===== src/rtl/extint_pkg.sv =====
// Package: shared constants and types for the external interrupt controller.
// Assumes a byte-wide register bus with at most four channels, so that the
// sense fields of all channels fit in one register.
package extint_pkg;
    localparam int DATA_W     = 8;
    localparam int ADDR_W     = 2;
    localparam int SENSE_W    = 2;

    localparam logic [ADDR_W-1:0] ADDR_ENABLE  = 2'd0;
    localparam logic [ADDR_W-1:0] ADDR_PENDING = 2'd1;
    localparam logic [ADDR_W-1:0] ADDR_SENSE   = 2'd2;

    typedef enum logic [SENSE_W-1:0] {
        SENSE_LOW  = 2'b00,
        SENSE_ANY  = 2'b01,
        SENSE_FALL = 2'b10,
        SENSE_RISE = 2'b11
    } sense_e;
endpackage


===== src/rtl/extint_detect.sv =====
// Module: per-channel pin synchronizer and condition detector.
// Passes the asynchronous pin through SYNC_STAGES flops. It keeps one more
// flop holding the previous synchronized value. It flags a one-cycle event
// for the selected edge type and a level indication for low-level mode.
// Assumes SYNC_STAGES >= 2 and that pins idle at IDLE_LEVEL.
module extint_detect
    import extint_pkg::*;
#(
    parameter int   SYNC_STAGES = 2,
    parameter logic IDLE_LEVEL  = 1'b1
) (
    input  logic   clk,
    input  logic   rst_n,
    input  logic   pin_i,
    input  sense_e sense_i,
    output logic   event_o,
    output logic   level_o
);
    logic [SYNC_STAGES-1:0] chain_q;
    logic                   prev_q;
    logic                   sync_w;

    assign sync_w = chain_q[SYNC_STAGES-1];

    // Shift the pin through the synchronizer and remember the last settled value.
    always_ff @(posedge clk) begin
        if (!rst_n) begin
            chain_q <= {SYNC_STAGES{IDLE_LEVEL}};
            prev_q  <= IDLE_LEVEL;
        end else begin
            chain_q <= {chain_q[SYNC_STAGES-2:0], pin_i};
            prev_q  <= sync_w;
        end
    end

    // Decode the selected sense mode into an edge event or a level indication.
    always_comb begin
        event_o = 1'b0;
        level_o = 1'b0;
        unique case (sense_i)
            SENSE_LOW:  level_o = ~sync_w;
            SENSE_ANY:  event_o = sync_w ^ prev_q;
            SENSE_FALL: event_o = prev_q & ~sync_w;
            SENSE_RISE: event_o = sync_w & ~prev_q;
            default:    event_o = 1'b0;
        endcase
    end

    // an edge event never fires while the settled pin value is unchanged.
    assert_event_needs_change_R4: assert property (@(posedge clk) disable iff (!rst_n)
        event_o |-> (sync_w != prev_q));

    // level mode never produces an edge event.
    assert_level_no_event_R7: assert property (@(posedge clk) disable iff (!rst_n)
        (sense_i == SENSE_LOW) |-> !event_o);
endmodule


===== src/rtl/extint_regs.sv =====
// Module: enable, pending and sense registers with a combinational read port.
// Pending bits set on hardware events. They clear on a one written to them or
// on an acknowledge clear from the arbiter, and the event wins a collision.
// A channel whose sense value (current or being written) is low level holds
// its pending bit at zero. Reserved bits are never stored.
module extint_regs
    import extint_pkg::*;
#(
    parameter int NUM_CH = 2
) (
    input  logic                        clk,
    input  logic                        rst_n,
    input  logic                        wr_i,
    input  logic [ADDR_W-1:0]           addr_i,
    input  logic [DATA_W-1:0]           wdata_i,
    output logic [DATA_W-1:0]           rdata_o,
    input  logic [NUM_CH-1:0]           set_i,
    input  logic [NUM_CH-1:0]           ack_clr_i,
    output logic [NUM_CH-1:0]           enable_o,
    output logic [NUM_CH-1:0]           pending_o,
    output logic [NUM_CH*SENSE_W-1:0]   sense_o
);
    localparam int SENSE_BITS = NUM_CH * SENSE_W;

    logic [NUM_CH-1:0]     enable_q;
    logic [NUM_CH-1:0]     pending_q;
    logic [SENSE_BITS-1:0] sense_q;
    logic [SENSE_BITS-1:0] sense_next;
    logic [NUM_CH-1:0]     w1c_w;
    logic [NUM_CH-1:0]     level_mode_w;
    logic [NUM_CH-1:0]     pending_next;

    // Decode the write strobe into the next sense value and the clear mask.
    always_comb begin
        sense_next = sense_q;
        w1c_w      = '0;
        if (wr_i && addr_i == ADDR_SENSE)   sense_next = wdata_i[SENSE_BITS-1:0];
        if (wr_i && addr_i == ADDR_PENDING) w1c_w      = wdata_i[NUM_CH-1:0];
    end

    // Per channel: pending bit forced low in level mode, else set beats clear.
    for (genvar c = 0; c < NUM_CH; c++) begin : g_pend
        assign level_mode_w[c] =
            (sense_q[c*SENSE_W +: SENSE_W]    == SENSE_LOW) ||
            (sense_next[c*SENSE_W +: SENSE_W] == SENSE_LOW);
        assign pending_next[c] = level_mode_w[c] ? 1'b0 :
            (set_i[c] | (pending_q[c] & ~w1c_w[c] & ~ack_clr_i[c]));

        // a channel in level mode shows a zero pending bit on the next cycle.
        assert_level_pending_zero_R7: assert property (@(posedge clk) disable iff (!rst_n)
            (sense_q[c*SENSE_W +: SENSE_W] == SENSE_LOW) |=> !pending_q[c]);

        // a one written with no competing event leaves the bit clear.
        assert_w1c_clears_R5: assert property (@(posedge clk) disable iff (!rst_n)
            (wr_i && addr_i == ADDR_PENDING && wdata_i[c] && !set_i[c]) |=> !pending_q[c]);

        // an event in an edge mode is always latched, even against a clear.
        assert_set_wins_R9: assert property (@(posedge clk) disable iff (!rst_n)
            (set_i[c] && !level_mode_w[c]) |=> pending_q[c]);
    end

    // Register updates for enable, sense and pending state.
    always_ff @(posedge clk) begin
        if (!rst_n) begin
            enable_q  <= '0;
            pending_q <= '0;
            sense_q   <= '0;
        end else begin
            if (wr_i && addr_i == ADDR_ENABLE) enable_q <= wdata_i[NUM_CH-1:0];
            sense_q   <= sense_next;
            pending_q <= pending_next;
        end
    end

    // Combinational read mux; unimplemented bits and addresses return zero.
    always_comb begin
        rdata_o = '0;
        unique case (addr_i)
            ADDR_ENABLE:  rdata_o[NUM_CH-1:0]     = enable_q;
            ADDR_PENDING: rdata_o[NUM_CH-1:0]     = pending_q;
            ADDR_SENSE:   rdata_o[SENSE_BITS-1:0] = sense_q;
            default:      rdata_o                 = '0;
        endcase
    end

    assign enable_o  = enable_q;
    assign pending_o = pending_q;
    assign sense_o   = sense_q;

    // reserved bits of the enable and pending registers read as zero.
    assert_reserved_zero_R2: assert property (@(posedge clk) disable iff (!rst_n)
        (addr_i == ADDR_ENABLE || addr_i == ADDR_PENDING) |-> (rdata_o[DATA_W-1:NUM_CH] == '0));
endmodule


===== src/rtl/extint_arbiter.sv =====
// Module: gate, prioritize and acknowledge the channel requests.
// A channel is active when pending or level-asserted, enabled and globally
// enabled. The lowest index wins. An acknowledge while requesting returns a
// one-hot clear for the winner only.
module extint_arbiter #(
    parameter int NUM_CH = 2,
    parameter int VEC_W  = 1
) (
    input  logic              clk,
    input  logic              rst_n,
    input  logic [NUM_CH-1:0] pending_i,
    input  logic [NUM_CH-1:0] level_i,
    input  logic [NUM_CH-1:0] enable_i,
    input  logic              gie_i,
    input  logic              ack_i,
    output logic              req_o,
    output logic [VEC_W-1:0]  vec_o,
    output logic [NUM_CH-1:0] ack_clr_o
);
    logic [NUM_CH-1:0] active_w;

    assign active_w = (pending_i | level_i) & enable_i & {NUM_CH{gie_i}};
    assign req_o    = |active_w;

    // Priority encode: scan from the top so the lowest active index remains.
    always_comb begin
        vec_o = '0;
        for (int i = NUM_CH - 1; i >= 0; i--) begin
            if (active_w[i]) vec_o = VEC_W'(i);
        end
    end

    // Turn an acknowledge into a clear for the winning channel.
    always_comb begin
        ack_clr_o = '0;
        if (ack_i && req_o) ack_clr_o[vec_o] = 1'b1;
    end

    // no request while the global enable is low.
    assert_gated_by_gie_R3: assert property (@(posedge clk) disable iff (!rst_n)
        req_o |-> gie_i);

    // channel 0 active always wins the vector.
    assert_ch0_priority_R8: assert property (@(posedge clk) disable iff (!rst_n)
        (pending_i[0] || level_i[0]) && enable_i[0] && gie_i |-> (vec_o == '0));

    // an acknowledge clears at most one channel.
    assert_ack_single_R6: assert property (@(posedge clk) disable iff (!rst_n)
        $onehot0(ack_clr_o));
endmodule


===== src/rtl/ext_irq_ctrl.sv =====
// Module: top of the external interrupt controller.
// Instantiates one detector per channel, the register block and the arbiter.
// Assumes the core holds irq_ack_i for one cycle when it takes the vector.
module ext_irq_ctrl
    import extint_pkg::*;
#(
    parameter int NUM_CH      = 2,
    parameter int SYNC_STAGES = 2,
    localparam int VEC_W      = (NUM_CH > 1) ? $clog2(NUM_CH) : 1
) (
    input  logic                 clk,
    input  logic                 rst_n,
    input  logic [NUM_CH-1:0]    pin_i,
    input  logic                 bus_wr_i,
    input  logic [ADDR_W-1:0]    bus_addr_i,
    input  logic [DATA_W-1:0]    bus_wdata_i,
    output logic [DATA_W-1:0]    bus_rdata_o,
    input  logic                 gie_i,
    input  logic                 irq_ack_i,
    output logic                 irq_req_o,
    output logic [VEC_W-1:0]     irq_vec_o
);
    logic [NUM_CH-1:0]         event_w;
    logic [NUM_CH-1:0]         level_w;
    logic [NUM_CH-1:0]         enable_w;
    logic [NUM_CH-1:0]         pending_w;
    logic [NUM_CH-1:0]         ack_clr_w;
    logic [NUM_CH*SENSE_W-1:0] sense_w;

    // One synchronizer and detector per external pin.
    for (genvar c = 0; c < NUM_CH; c++) begin : g_ch
        extint_detect #(
            .SYNC_STAGES (SYNC_STAGES),
            .IDLE_LEVEL  (1'b1)
        ) i_detect (
            .clk     (clk),
            .rst_n   (rst_n),
            .pin_i   (pin_i[c]),
            .sense_i (sense_e'(sense_w[c*SENSE_W +: SENSE_W])),
            .event_o (event_w[c]),
            .level_o (level_w[c])
        );
    end

    extint_regs #(
        .NUM_CH (NUM_CH)
    ) i_regs (
        .clk       (clk),
        .rst_n     (rst_n),
        .wr_i      (bus_wr_i),
        .addr_i    (bus_addr_i),
        .wdata_i   (bus_wdata_i),
        .rdata_o   (bus_rdata_o),
        .set_i     (event_w),
        .ack_clr_i (ack_clr_w),
        .enable_o  (enable_w),
        .pending_o (pending_w),
        .sense_o   (sense_w)
    );

    extint_arbiter #(
        .NUM_CH (NUM_CH),
        .VEC_W  (VEC_W)
    ) i_arb (
        .clk       (clk),
        .rst_n     (rst_n),
        .pending_i (pending_w),
        .level_i   (level_w),
        .enable_i  (enable_w),
        .gie_i     (gie_i),
        .ack_i     (irq_ack_i),
        .req_o     (irq_req_o),
        .vec_o     (irq_vec_o),
        .ack_clr_o (ack_clr_w)
    );

    // an acknowledge clears the pending bit of the channel that was shown.
    assert_ack_clears_winner_R6: assert property (@(posedge clk) disable iff (!rst_n)
        (irq_ack_i && irq_req_o && !event_w[irq_vec_o]) |=> !pending_w[$past(irq_vec_o)]);
endmodule


===== config.mk =====
export PLATFORM = sky130hd
export DESIGN_NAME = ext_irq_ctrl
export DESIGN_NICKNAME = d
export VERILOG_FILES = /design/src/rtl/extint_pkg.sv /design/src/rtl/extint_detect.sv /design/src/rtl/extint_regs.sv /design/src/rtl/extint_arbiter.sv /design/src/rtl/ext_irq_ctrl.sv
export SDC_FILE = /design/constraint.sdc
export NUM_CORES = 1
export LEC_CHECK = 0
export BUFFER_PORTS_ARGS = -buffer_cell sky130_fd_sc_hd__buf_2
export CAP_MARGIN = 5
export CORE_ASPECT_RATIO = 0.7
export CORE_UTILIZATION = 40
export CTS_BUF_LIST = sky130_fd_sc_hd__clkbuf_16
export CTS_CLUSTER_DIAMETER = 200
export DETAILED_ROUTE_END_ITERATION = 12
export GPL_TIMING_DRIVEN = 0
export MAX_ROUTING_LAYER = met4
export PLACE_DENSITY = 0.67
export SKIP_CTS_REPAIR_TIMING = 1
export SLEW_MARGIN = 5
export SYNTH_ARGS = -nofsm -noshare
export SYNTH_HDL_FRONTEND = slang
export SYNTH_HIERARCHICAL = 1
export SYNTH_SLANG_ARGS = --single-unit

===== constraint.sdc =====
create_clock -name clk -period 1.7 [get_ports clk]
set_input_delay 0.255 -clock clk [delete_from_list [all_inputs] [get_ports clk]]
set_output_delay 0.255 -clock clk [all_outputs]
set_load 0.01 [all_outputs]

# --- After elaboration in Yosys (flattened, before gate mapping) ---
# Cells that the tools add are included.
word_totals:
  register_bits: 14
  input_bits: 17
  output_inout_bits: 10
  word_cells: 70
op_classes:
  n_lt_le_gt_ge: 2
  eq_ne: 8
  mux: 13
  n_bitwise: 24
  n_reduce_logical: 15
op_table:
  columns: ["op", "n"]
  rows:
  - ["== test 2 bit, second input constant", 5]
  - ["logical NOT 2 bit", 5]
  - ["inverter 1 bit", 9]
  - ["AND 1 bit", 8]
  - ["== test 2 x 1 -> 1 bit, second input constant", 3]
  - ["2-to-1 mux 2 bit", 3]
  - ["case mux 1 bit (3 select lines)", 2]
  - ["case mux 2 bit (3 select lines)", 1]
  - ["OR reduction 2 bit", 3]
  - ["logical AND 1 bit", 5]
  - ["2-to-1 mux 1 bit", 5]
  - ["AND 2 bit", 2]
  - ["2-to-1 mux 4 bit", 1]
  - ["logical OR 1 bit", 2]
  - ["less-than comparator 1 x 2 -> 1 bit, second input constant", 1]
  - ["bitwise OR 1 bit", 2]
  - ["bitwise OR 2 bit", 1]
  - ["XOR 1 bit", 2]
  - ["demux 1 bit (select 1 bit)", 1]
  - ["greater-or-equal comparator 1 bit, second input constant", 1]

# --- Depth between registers and ports, before layout ---
# Gate-level depths: netlist of the first run.
logic_depth:
  word_depth: 15
  depth_mapped: 6
  depth_no_buf: 6

# --- By module ---
# Netlist of the first run, hierarchy kept.
by_module_without_submodules:
  columns: ["mod", "instances", "cells_each", "area_each_um2", "seq_area_each_um2"]
  rows:
  - ["extint_regs", 1, 52, 471.7, 160.2]
  - ["extint_detect", 2, 14, 140.1, 60.1]
  - ["extint_arbiter", 1, 6, 46.3, 0.0]

# --- Worst setup path before layout of the first run ---
# OpenSTA, ideal clock, no wires.
synth_path:
  path_kind: "reg-to-reg"
  startpoint: "register i_regs.sense_q[0], in the netlist i_regs/sense_o[0]"
  endpoint: "register i_regs.pending_q[1], in the netlist i_regs/pending_o[1]"
  setup_time_ps: 120
  arrival_ps: 1104
  required_time_ps: 1580
  path_slack_ps: 476
  stages_incl_launch_ff: 7
  path_buffers: 0
  period_less_slack_ps: 1224
  cell_sequence: "dfxtp_1 nor3_1 o211a_1 nor3b_2 inv_1 a31oi_1 nor3_1"
synth_via:
  elab_chain_len: 14
  word_cells_on_any_way: 17
  classes_between: "2 x order compare; 5 x mux; 6 x bitwise; 4 x reduce/logical"
synth_lines:
  columns: ["item", "line", "source"]
  rows:
  - ["from (decl)", "extint_regs.sv:27", "logic [SENSE_BITS-1:0] sense_q;"]
  - ["from (signal assigned)", "extint_regs.sv:70", "sense_q <= sense_next;"]
  - ["logical NOT 2 bit (*)", "extint_detect.sv:40", "unique case (sense_i)"]
  - ["2-to-1 mux 1 bit (*)", "extint_detect.sv:40", null]
  - ["via level_w[0]", "ext_irq_ctrl.sv:24", "logic [NUM_CH-1:0] level_w;"]
  - ["bitwise OR 2 bit (*)", "extint_arbiter.sv:22", "assign active_w = (pending_i | level_i) & enable_i & {NUM_CH{gie_i}};"]
  - ["AND 2 bit (*) (2 in a row)", "extint_arbiter.sv:22", null]
  - ["2-to-1 mux 1 bit", "extint_arbiter.sv:29", "if (active_w[i]) vec_o = VEC_W'(i);"]
  - ["less-than comparator 1 x 2 -> 1 bit (implied by the code) / greater-or-equal comparator 1 bit (equally long branches)", "extint_arbiter.sv:36", "if (ack_i && req_o) ack_clr_o[vec_o] = 1'b1;"]
  - ["logical AND 1 bit (implied by the code)", "extint_arbiter.sv:36", null]
  - ["2-to-1 mux 1 bit (implied by the code)", "extint_arbiter.sv:36", null]
  - ["demux 1 bit (select 1 bit)", null, null]
  - ["2-to-1 mux 2 bit (*)", "extint_arbiter.sv:36", null]
  - ["via ack_clr_w[1]", "ext_irq_ctrl.sv:27", "logic [NUM_CH-1:0] ack_clr_w;"]
  - ["inverter 1 bit (*)", "extint_regs.sv:47", "(set_i[c] | (pending_q[c] & ~w1c_w[c] & ~ack_clr_i[c]));"]
  - ["AND 1 bit (*)", "extint_regs.sv:47", null]
  - ["bitwise OR 1 bit (*)", "extint_regs.sv:47", null]
  - ["to (signal assigned)", "extint_regs.sv:71", "pending_q <= pending_next;"]
  - ["to (decl)", "extint_regs.sv:26", "logic [NUM_CH-1:0] pending_q;"]
# The timed path passes the listed nets; every way through them passes the cells marked *.
# A chain may end at the register's enable or synchronous reset.

# --- Final worst setup path of the first run ---
layout_path:
  startpoint: "register i_regs.sense_q[0], in the netlist i_regs/sense_o[0]"
  endpoint: "output port irq_req_o"
layout_via:
  elab_chain_len: 6
layout_lines:
  columns: ["item", "line", "source"]
  rows:
  - ["logical NOT 2 bit", "extint_detect.sv:40", null]
  - ["2-to-1 mux 1 bit", "extint_detect.sv:40", null]
  - ["via level_w[0]", "ext_irq_ctrl.sv:24", null]
  - ["bitwise OR 2 bit", "extint_arbiter.sv:22", null]
  - ["AND 2 bit (2 in a row)", "extint_arbiter.sv:22", null]
  - ["OR reduction 2 bit", "extint_arbiter.sv:23", "assign req_o = |active_w;"]
  - ["to (decl)", "ext_irq_ctrl.sv:20", "output logic irq_req_o,"]
# The timed path passes the listed nets, and every way through them passes these cells.

==> results of run 1 <==
final cells by class:
type	count	area (um^2)
well taps	22	27.5
plain buffers	5	41.3
repair buffers	17	85.1
multi-input cells	64	465
inverters	6	22.5
fillers	171	873
flip-flops and latches	14	280
clock buffers	3	75.1
report_power, final:
part | internal [mW] | switching, mW
Sequential | 0.340 | 0.00960
Combinational | 0.0430 | 0.0409
Clock | 0.306 | 0.115
placed cells by master, fill, tap and decap left out:
cell / count
a21boi_0: 2
a31oi_1: 2
and2_1: 3
buf_2: 17
buf_4: 4
buf_6: 1
clkbuf_16: 3
conb_1: 4
dfxtp_1: 14
ha_1: 4
inv_1: 6
mux2i_1: 10
nand2_1: 6
nand2b_1: 7
nand3_1: 2
nand3b_4: 1
nand4b_1: 2
nor2_1: 1
nor2b_1: 6
nor3_1: 6
nor3b_2: 1
nor3b_4: 1
o211a_1: 1
o211ai_1: 1
o21ai_0: 4
registers in the layout (all words and copies together) (netlist names):
signal,count
i_regs/sense_o,4
i_regs/pending_o,2
g_ch.i_detect/chain_q,4
i_regs/enable_o,2
g_ch.i_detect/prev_q,2
routing by layer:
metal / wire length (um) / part of all wire / up-vias
li1: - / - / 334
met1: 763 / 0.51 / 281
met2: 637 / 0.43 / 22
met3: 79 / 0.053 / 2
met4: 16 / 0.011 / 0
met5: 0 / 0 / -
worst paths after layout:
check	endpoint	slack, ns	cells after the start
worst max-delay path	irq_req_o	0.15	4
worst min-delay path	g_ch[1].i_detect/chain_q[0]	0.20	2
worst max register to register	i_regs/pending_o[1]	0.34	6
worst min register to register	g_ch[0].i_detect/chain_q[1]	0.40	1
cell families after synthesis:
group,Yosys count,synth area share
adder cells (fa/ha/maj),4,0.0627
flip-flops,14,0.351
buffers and inverters,11,0.0799
multiplexers,10,0.125
AO/OA/AOI/OAI,10,0.0815
AND/OR/NAND/NOR,36,0.295
other,1,0.00470
worst reg2reg max path: stages, from the launching register on:
cell and delay, ns:
dfxtp_1 0.43, nor3_1 0.07, o211a_1 0.27, nor3b_2 0.18, inv_1 0.06, a31oi_1 0.16, nor3_1 0.07
stage by stage:
stage               hold WS [ns]  cell area (um^2)  setup slack [ns]
floorplan                  0.324               810             0.476
global placement           0.389               922             0.355
detailed placement         0.399               922             0.356
CTS                        0.193               997             0.151
global route               0.197               997            0.0737
finish                     0.196               997             0.148
==> run metrics, run 1 <==
Power Density=~860 mW/mm^2; Synth Instances=86; first-pass GRT wire length=between 2 and 2.5 mm; Top delay family on crit path=flip-flops; root buffer cell=clkbuf_16; Die ar.=around 0.0022 mm^2; Post-synth EDFFs=0; Syn Area/Cell=9.28 um^2; Port Buf Inserts=17; Worst-Skew Late Latency=0.24 ns; initial drt markers=17; Max stage delay on crit path=around 0.43 ns; vias in the first global route=536; CP Cell Sequence=nor3_1, o211a_1, nand2b_1, buf_2; Detailed Route WL=about 1.5 mm; Netlist Area Pre-Place=about 800 um^2; setup TNS=0 ns; final setup fails=0; TritonCTS clock tree=built; Worst EP arrival=1.30 ns; met3 Use GR=0.0330; fin crit share=0.913; Total Routing Usage GR=0.152; Finished Layout Cells=about 130; Placement Rows=13; Design Power=~0.85 mW; share of post-route cells with drive strength above 1=0.257; failing checks=DRC; type of the worst setup path=reg -> out; Fmax=644 MHz; H-tree Lvls=1; # IOs=27; P_leak=0.476 nW; RR Startpoint=i_regs/sense_o[0]; Seq cells post-synth=14; Peak VDD IR=0.321 mV; Pins Over Slew Limit=0; most used routing layer=met2; CP startpoint=i_regs/sense_o[0]; DRC=1; Routed Antenna Nets=0; first drt pass iteration count=8; count leader, synth=dfxtp_1; Via Count=639; Routability Congestion=0.735; Seq/Total Area, Yosys=0.351; Post-layout nets=~130; die width=55.4 um; cell taking the most area after synthesis=dfxtp_1; Worst Path Buf+Inv=1; Final Critical Period=1.55 ns; largest net degree at the start of global routing=15; Wirelength per Cell=~11 um; max-cap check violation count=0; total CTS buffers=3; Area Growth Syn to Fin=24.9%; outcome=finished, violations left; Ys Warns=6; WP data required=around 1.4 ns; placed cell count=between 100 and 150; core region area=between 0.0015 and 0.002 mm^2; Layout Utilization=0.533; Ant. Diodes=0; Starting Density=0.427; Worst path slowest cell=dfxtp_1; startpoint types=flop; Post-synth top cells=dfxtp_1 (14), mux2i_1 (10), nand2b_1 (7); type of the tightest min-delay check=in -> reg; RSZ-0062 raised after global routing=no; crit end category=primary output; top_reg_cell synth=dfxtp_1; met1 usage=0.191; worst hold start=pin_i[1]; count of unique library cells instantiated by Yosys=23; Worst-path clk slew=around 0.040 ns; initial antenna violation count=0; grt ovf=0; DP HPWL=1.12 mm; Hold Vio Cnt, Final=0; Synth top area share=0.351; height of the die=39.4 um; Via-to-Cell Ratio=around 4.9; synth top area cells=dfxtp_1 (35%), mux2i_1 (13%), ha_1 (6.3%); CTS sink cnt=14; Setup Skew=0.00102 ns; ys async rst share=0; GR Layer Usage met2=0.229; Clock Path Buffers=2; crit-path max FO=6
Power figures use the tool's default switching activity.
==> run 2, diff against run 1 <==
- CORE_ASPECT_RATIO: 0.7 -> default
==> run metrics, run 2 (same netlist as run 1, synthesis figures left out) <==
grt ovf=0; Psw=between 0.15 and 0.2 mW; Area Growth Syn to Fin=25.9%; Placement Rows=15; Power Density=862 mW/mm^2; Clock Power Share=0.498; Final Critical Period=between 1.5 and 2 ns; # IOs=27; Clock Path Buffers=2; Hold Vio Cnt, Final=0; vias in the first global route=around 600; initial drt markers=10; height of the die=approximately 47 um; crit end category=primary output; Finished Layout Cells=135; die width=between 40 and 50 um; design area=0.00100 mm^2; crit-path max FO=6; Worst EP arrival=1.32 ns; first drt pass iteration count=4; DP HPWL=~1.2 mm; Worst-path clk slew=~0.040 ns; Routability Congestion=0.730; most frequent cells in the layout=buf_2 (17), dfxtp_1 (14), mux2i_1 (10); Worst-Skew Late Latency=about 0.24 ns; RSZ-0062 raised after global routing=no; type of the tightest min-delay check=in -> reg; placed cell count=between 100 and 150; Wirelength per Cell=approximately 12 um; Starting Density=0.443; Setup Skew=between 0.0004 and 0.0005 ns; Peak VDD IR=0.781 mV; power share of the combinational group=0.099; total CTS buffers=3; initial antenna violation count=0; first-pass GRT wire length=approximately 2.6 mm; final setup fails=0; DRC=0; Pins Over Slew Limit=0; type of the worst setup path=reg -> out; share of post-route cells with drive strength above 1=0.255; P_int=about 0.7 mW; Post-DP Area=about 900 um^2; commonest non-fill, non-tap cell in the layout=buf_2; Design Power=approximately 0.87 mW; Die ar.=between 0.002 and 0.0025 mm^2; H-tree Lvls=1; setup TNS=0 ns; core region area=approximately 0.0018 mm^2; area of the multi-input gates=465 um^2; Sw Share=0.200; Fmax=636 MHz; outcome=completed; P_leak=between 0.4 and 0.5 nW; largest net degree at the start of global routing=15; Sequential Power Share=0.403; Ant. Diodes=0; Post-layout nets=roughly 130; FF/Latch Area=between 200 and 300 um^2; Port Buf Inserts=17; startpoint types=flop; Detailed Route WL=~1.6 mm; fillcell total=between 150 and 200; root buffer cell=clkbuf_16; TritonCTS clock tree=built; fin crit share=0.924; WP data required=around 1.4 ns; Layout Utilization=0.558; max-cap check violation count=0; Total Routing Usage GR=0.173; Via-to-Cell Ratio=5.02; Via Count=between 600 and 700; CTS sink cnt=14; Routed Antenna Nets=0
-- run 2: area by class of cell --
cell class,instances,share of cell area
multi-input cells,64,0.463
flip-flops and latches,14,0.279
repair buffers,17,0.0847
clock buffers,3,0.0747
plain buffers,5,0.0411
well taps,25,0.0311
inverters,6,0.0224
clock inverters,1,0.00374
-- run 2: final timing paths --
path | startpoint | end | slack, ns | cells after the start
hold / removal | pin_i[0] | g_ch[0].i_detect/chain_q[0] | 0.20 | 2
hold reg to reg | g_ch[0].i_detect/chain_q[0] | g_ch[0].i_detect/chain_q[1] | 0.40 | 1
setup reg to reg | i_regs/sense_o[0] | i_regs/pending_o[1] | 0.32 | 6
setup / recovery | i_regs/sense_o[0] | irq_req_o | 0.13 | 4
-- run 2: per-layer routing --
layer	track usage	vias up	wire [um]	part of all wire
met5	-	-	0	0
met4	0.0857	0	47	0.030
met3	0.0235	6	95	0.060
met2	0.278	30	719	0.46
met1	0.211	308	711	0.45
li1	-	334	-	-
-- run 2: power by group through the flow --
| stage | Sequential [mW] | Combinational [mW] | Clock [mW] |
|---|---|---|---|
| after floorplan | 0.352 | 0.0526 | 0 |
| after global placement | 0.355 | 0.0816 | 0 |
| after detailed placement | 0.355 | 0.0846 | 0 |
| after CTS | 0.349 | 0.0856 | 0.441 |
| after global routing | 0.350 | 0.0959 | 0.462 |
| final | 0.349 | 0.0856 | 0.431 |
-- run 2: critical path, stage by stage (launching register included) --
cell,delay (ns)
dfxtp_1,0.44
nor3_1,0.07
o211a_1,0.27
nand2b_1,0.15
buf_2,0.14
-- run 2: per-stage QoR --
step	hold slack [ns]	setup slack [ns]
CTS	0.194	0.121
global placement	0.389	0.337
global route	0.201	0.0591
floorplan	0.324	0.476
finish	0.196	0.128
detailed placement	0.394	0.332
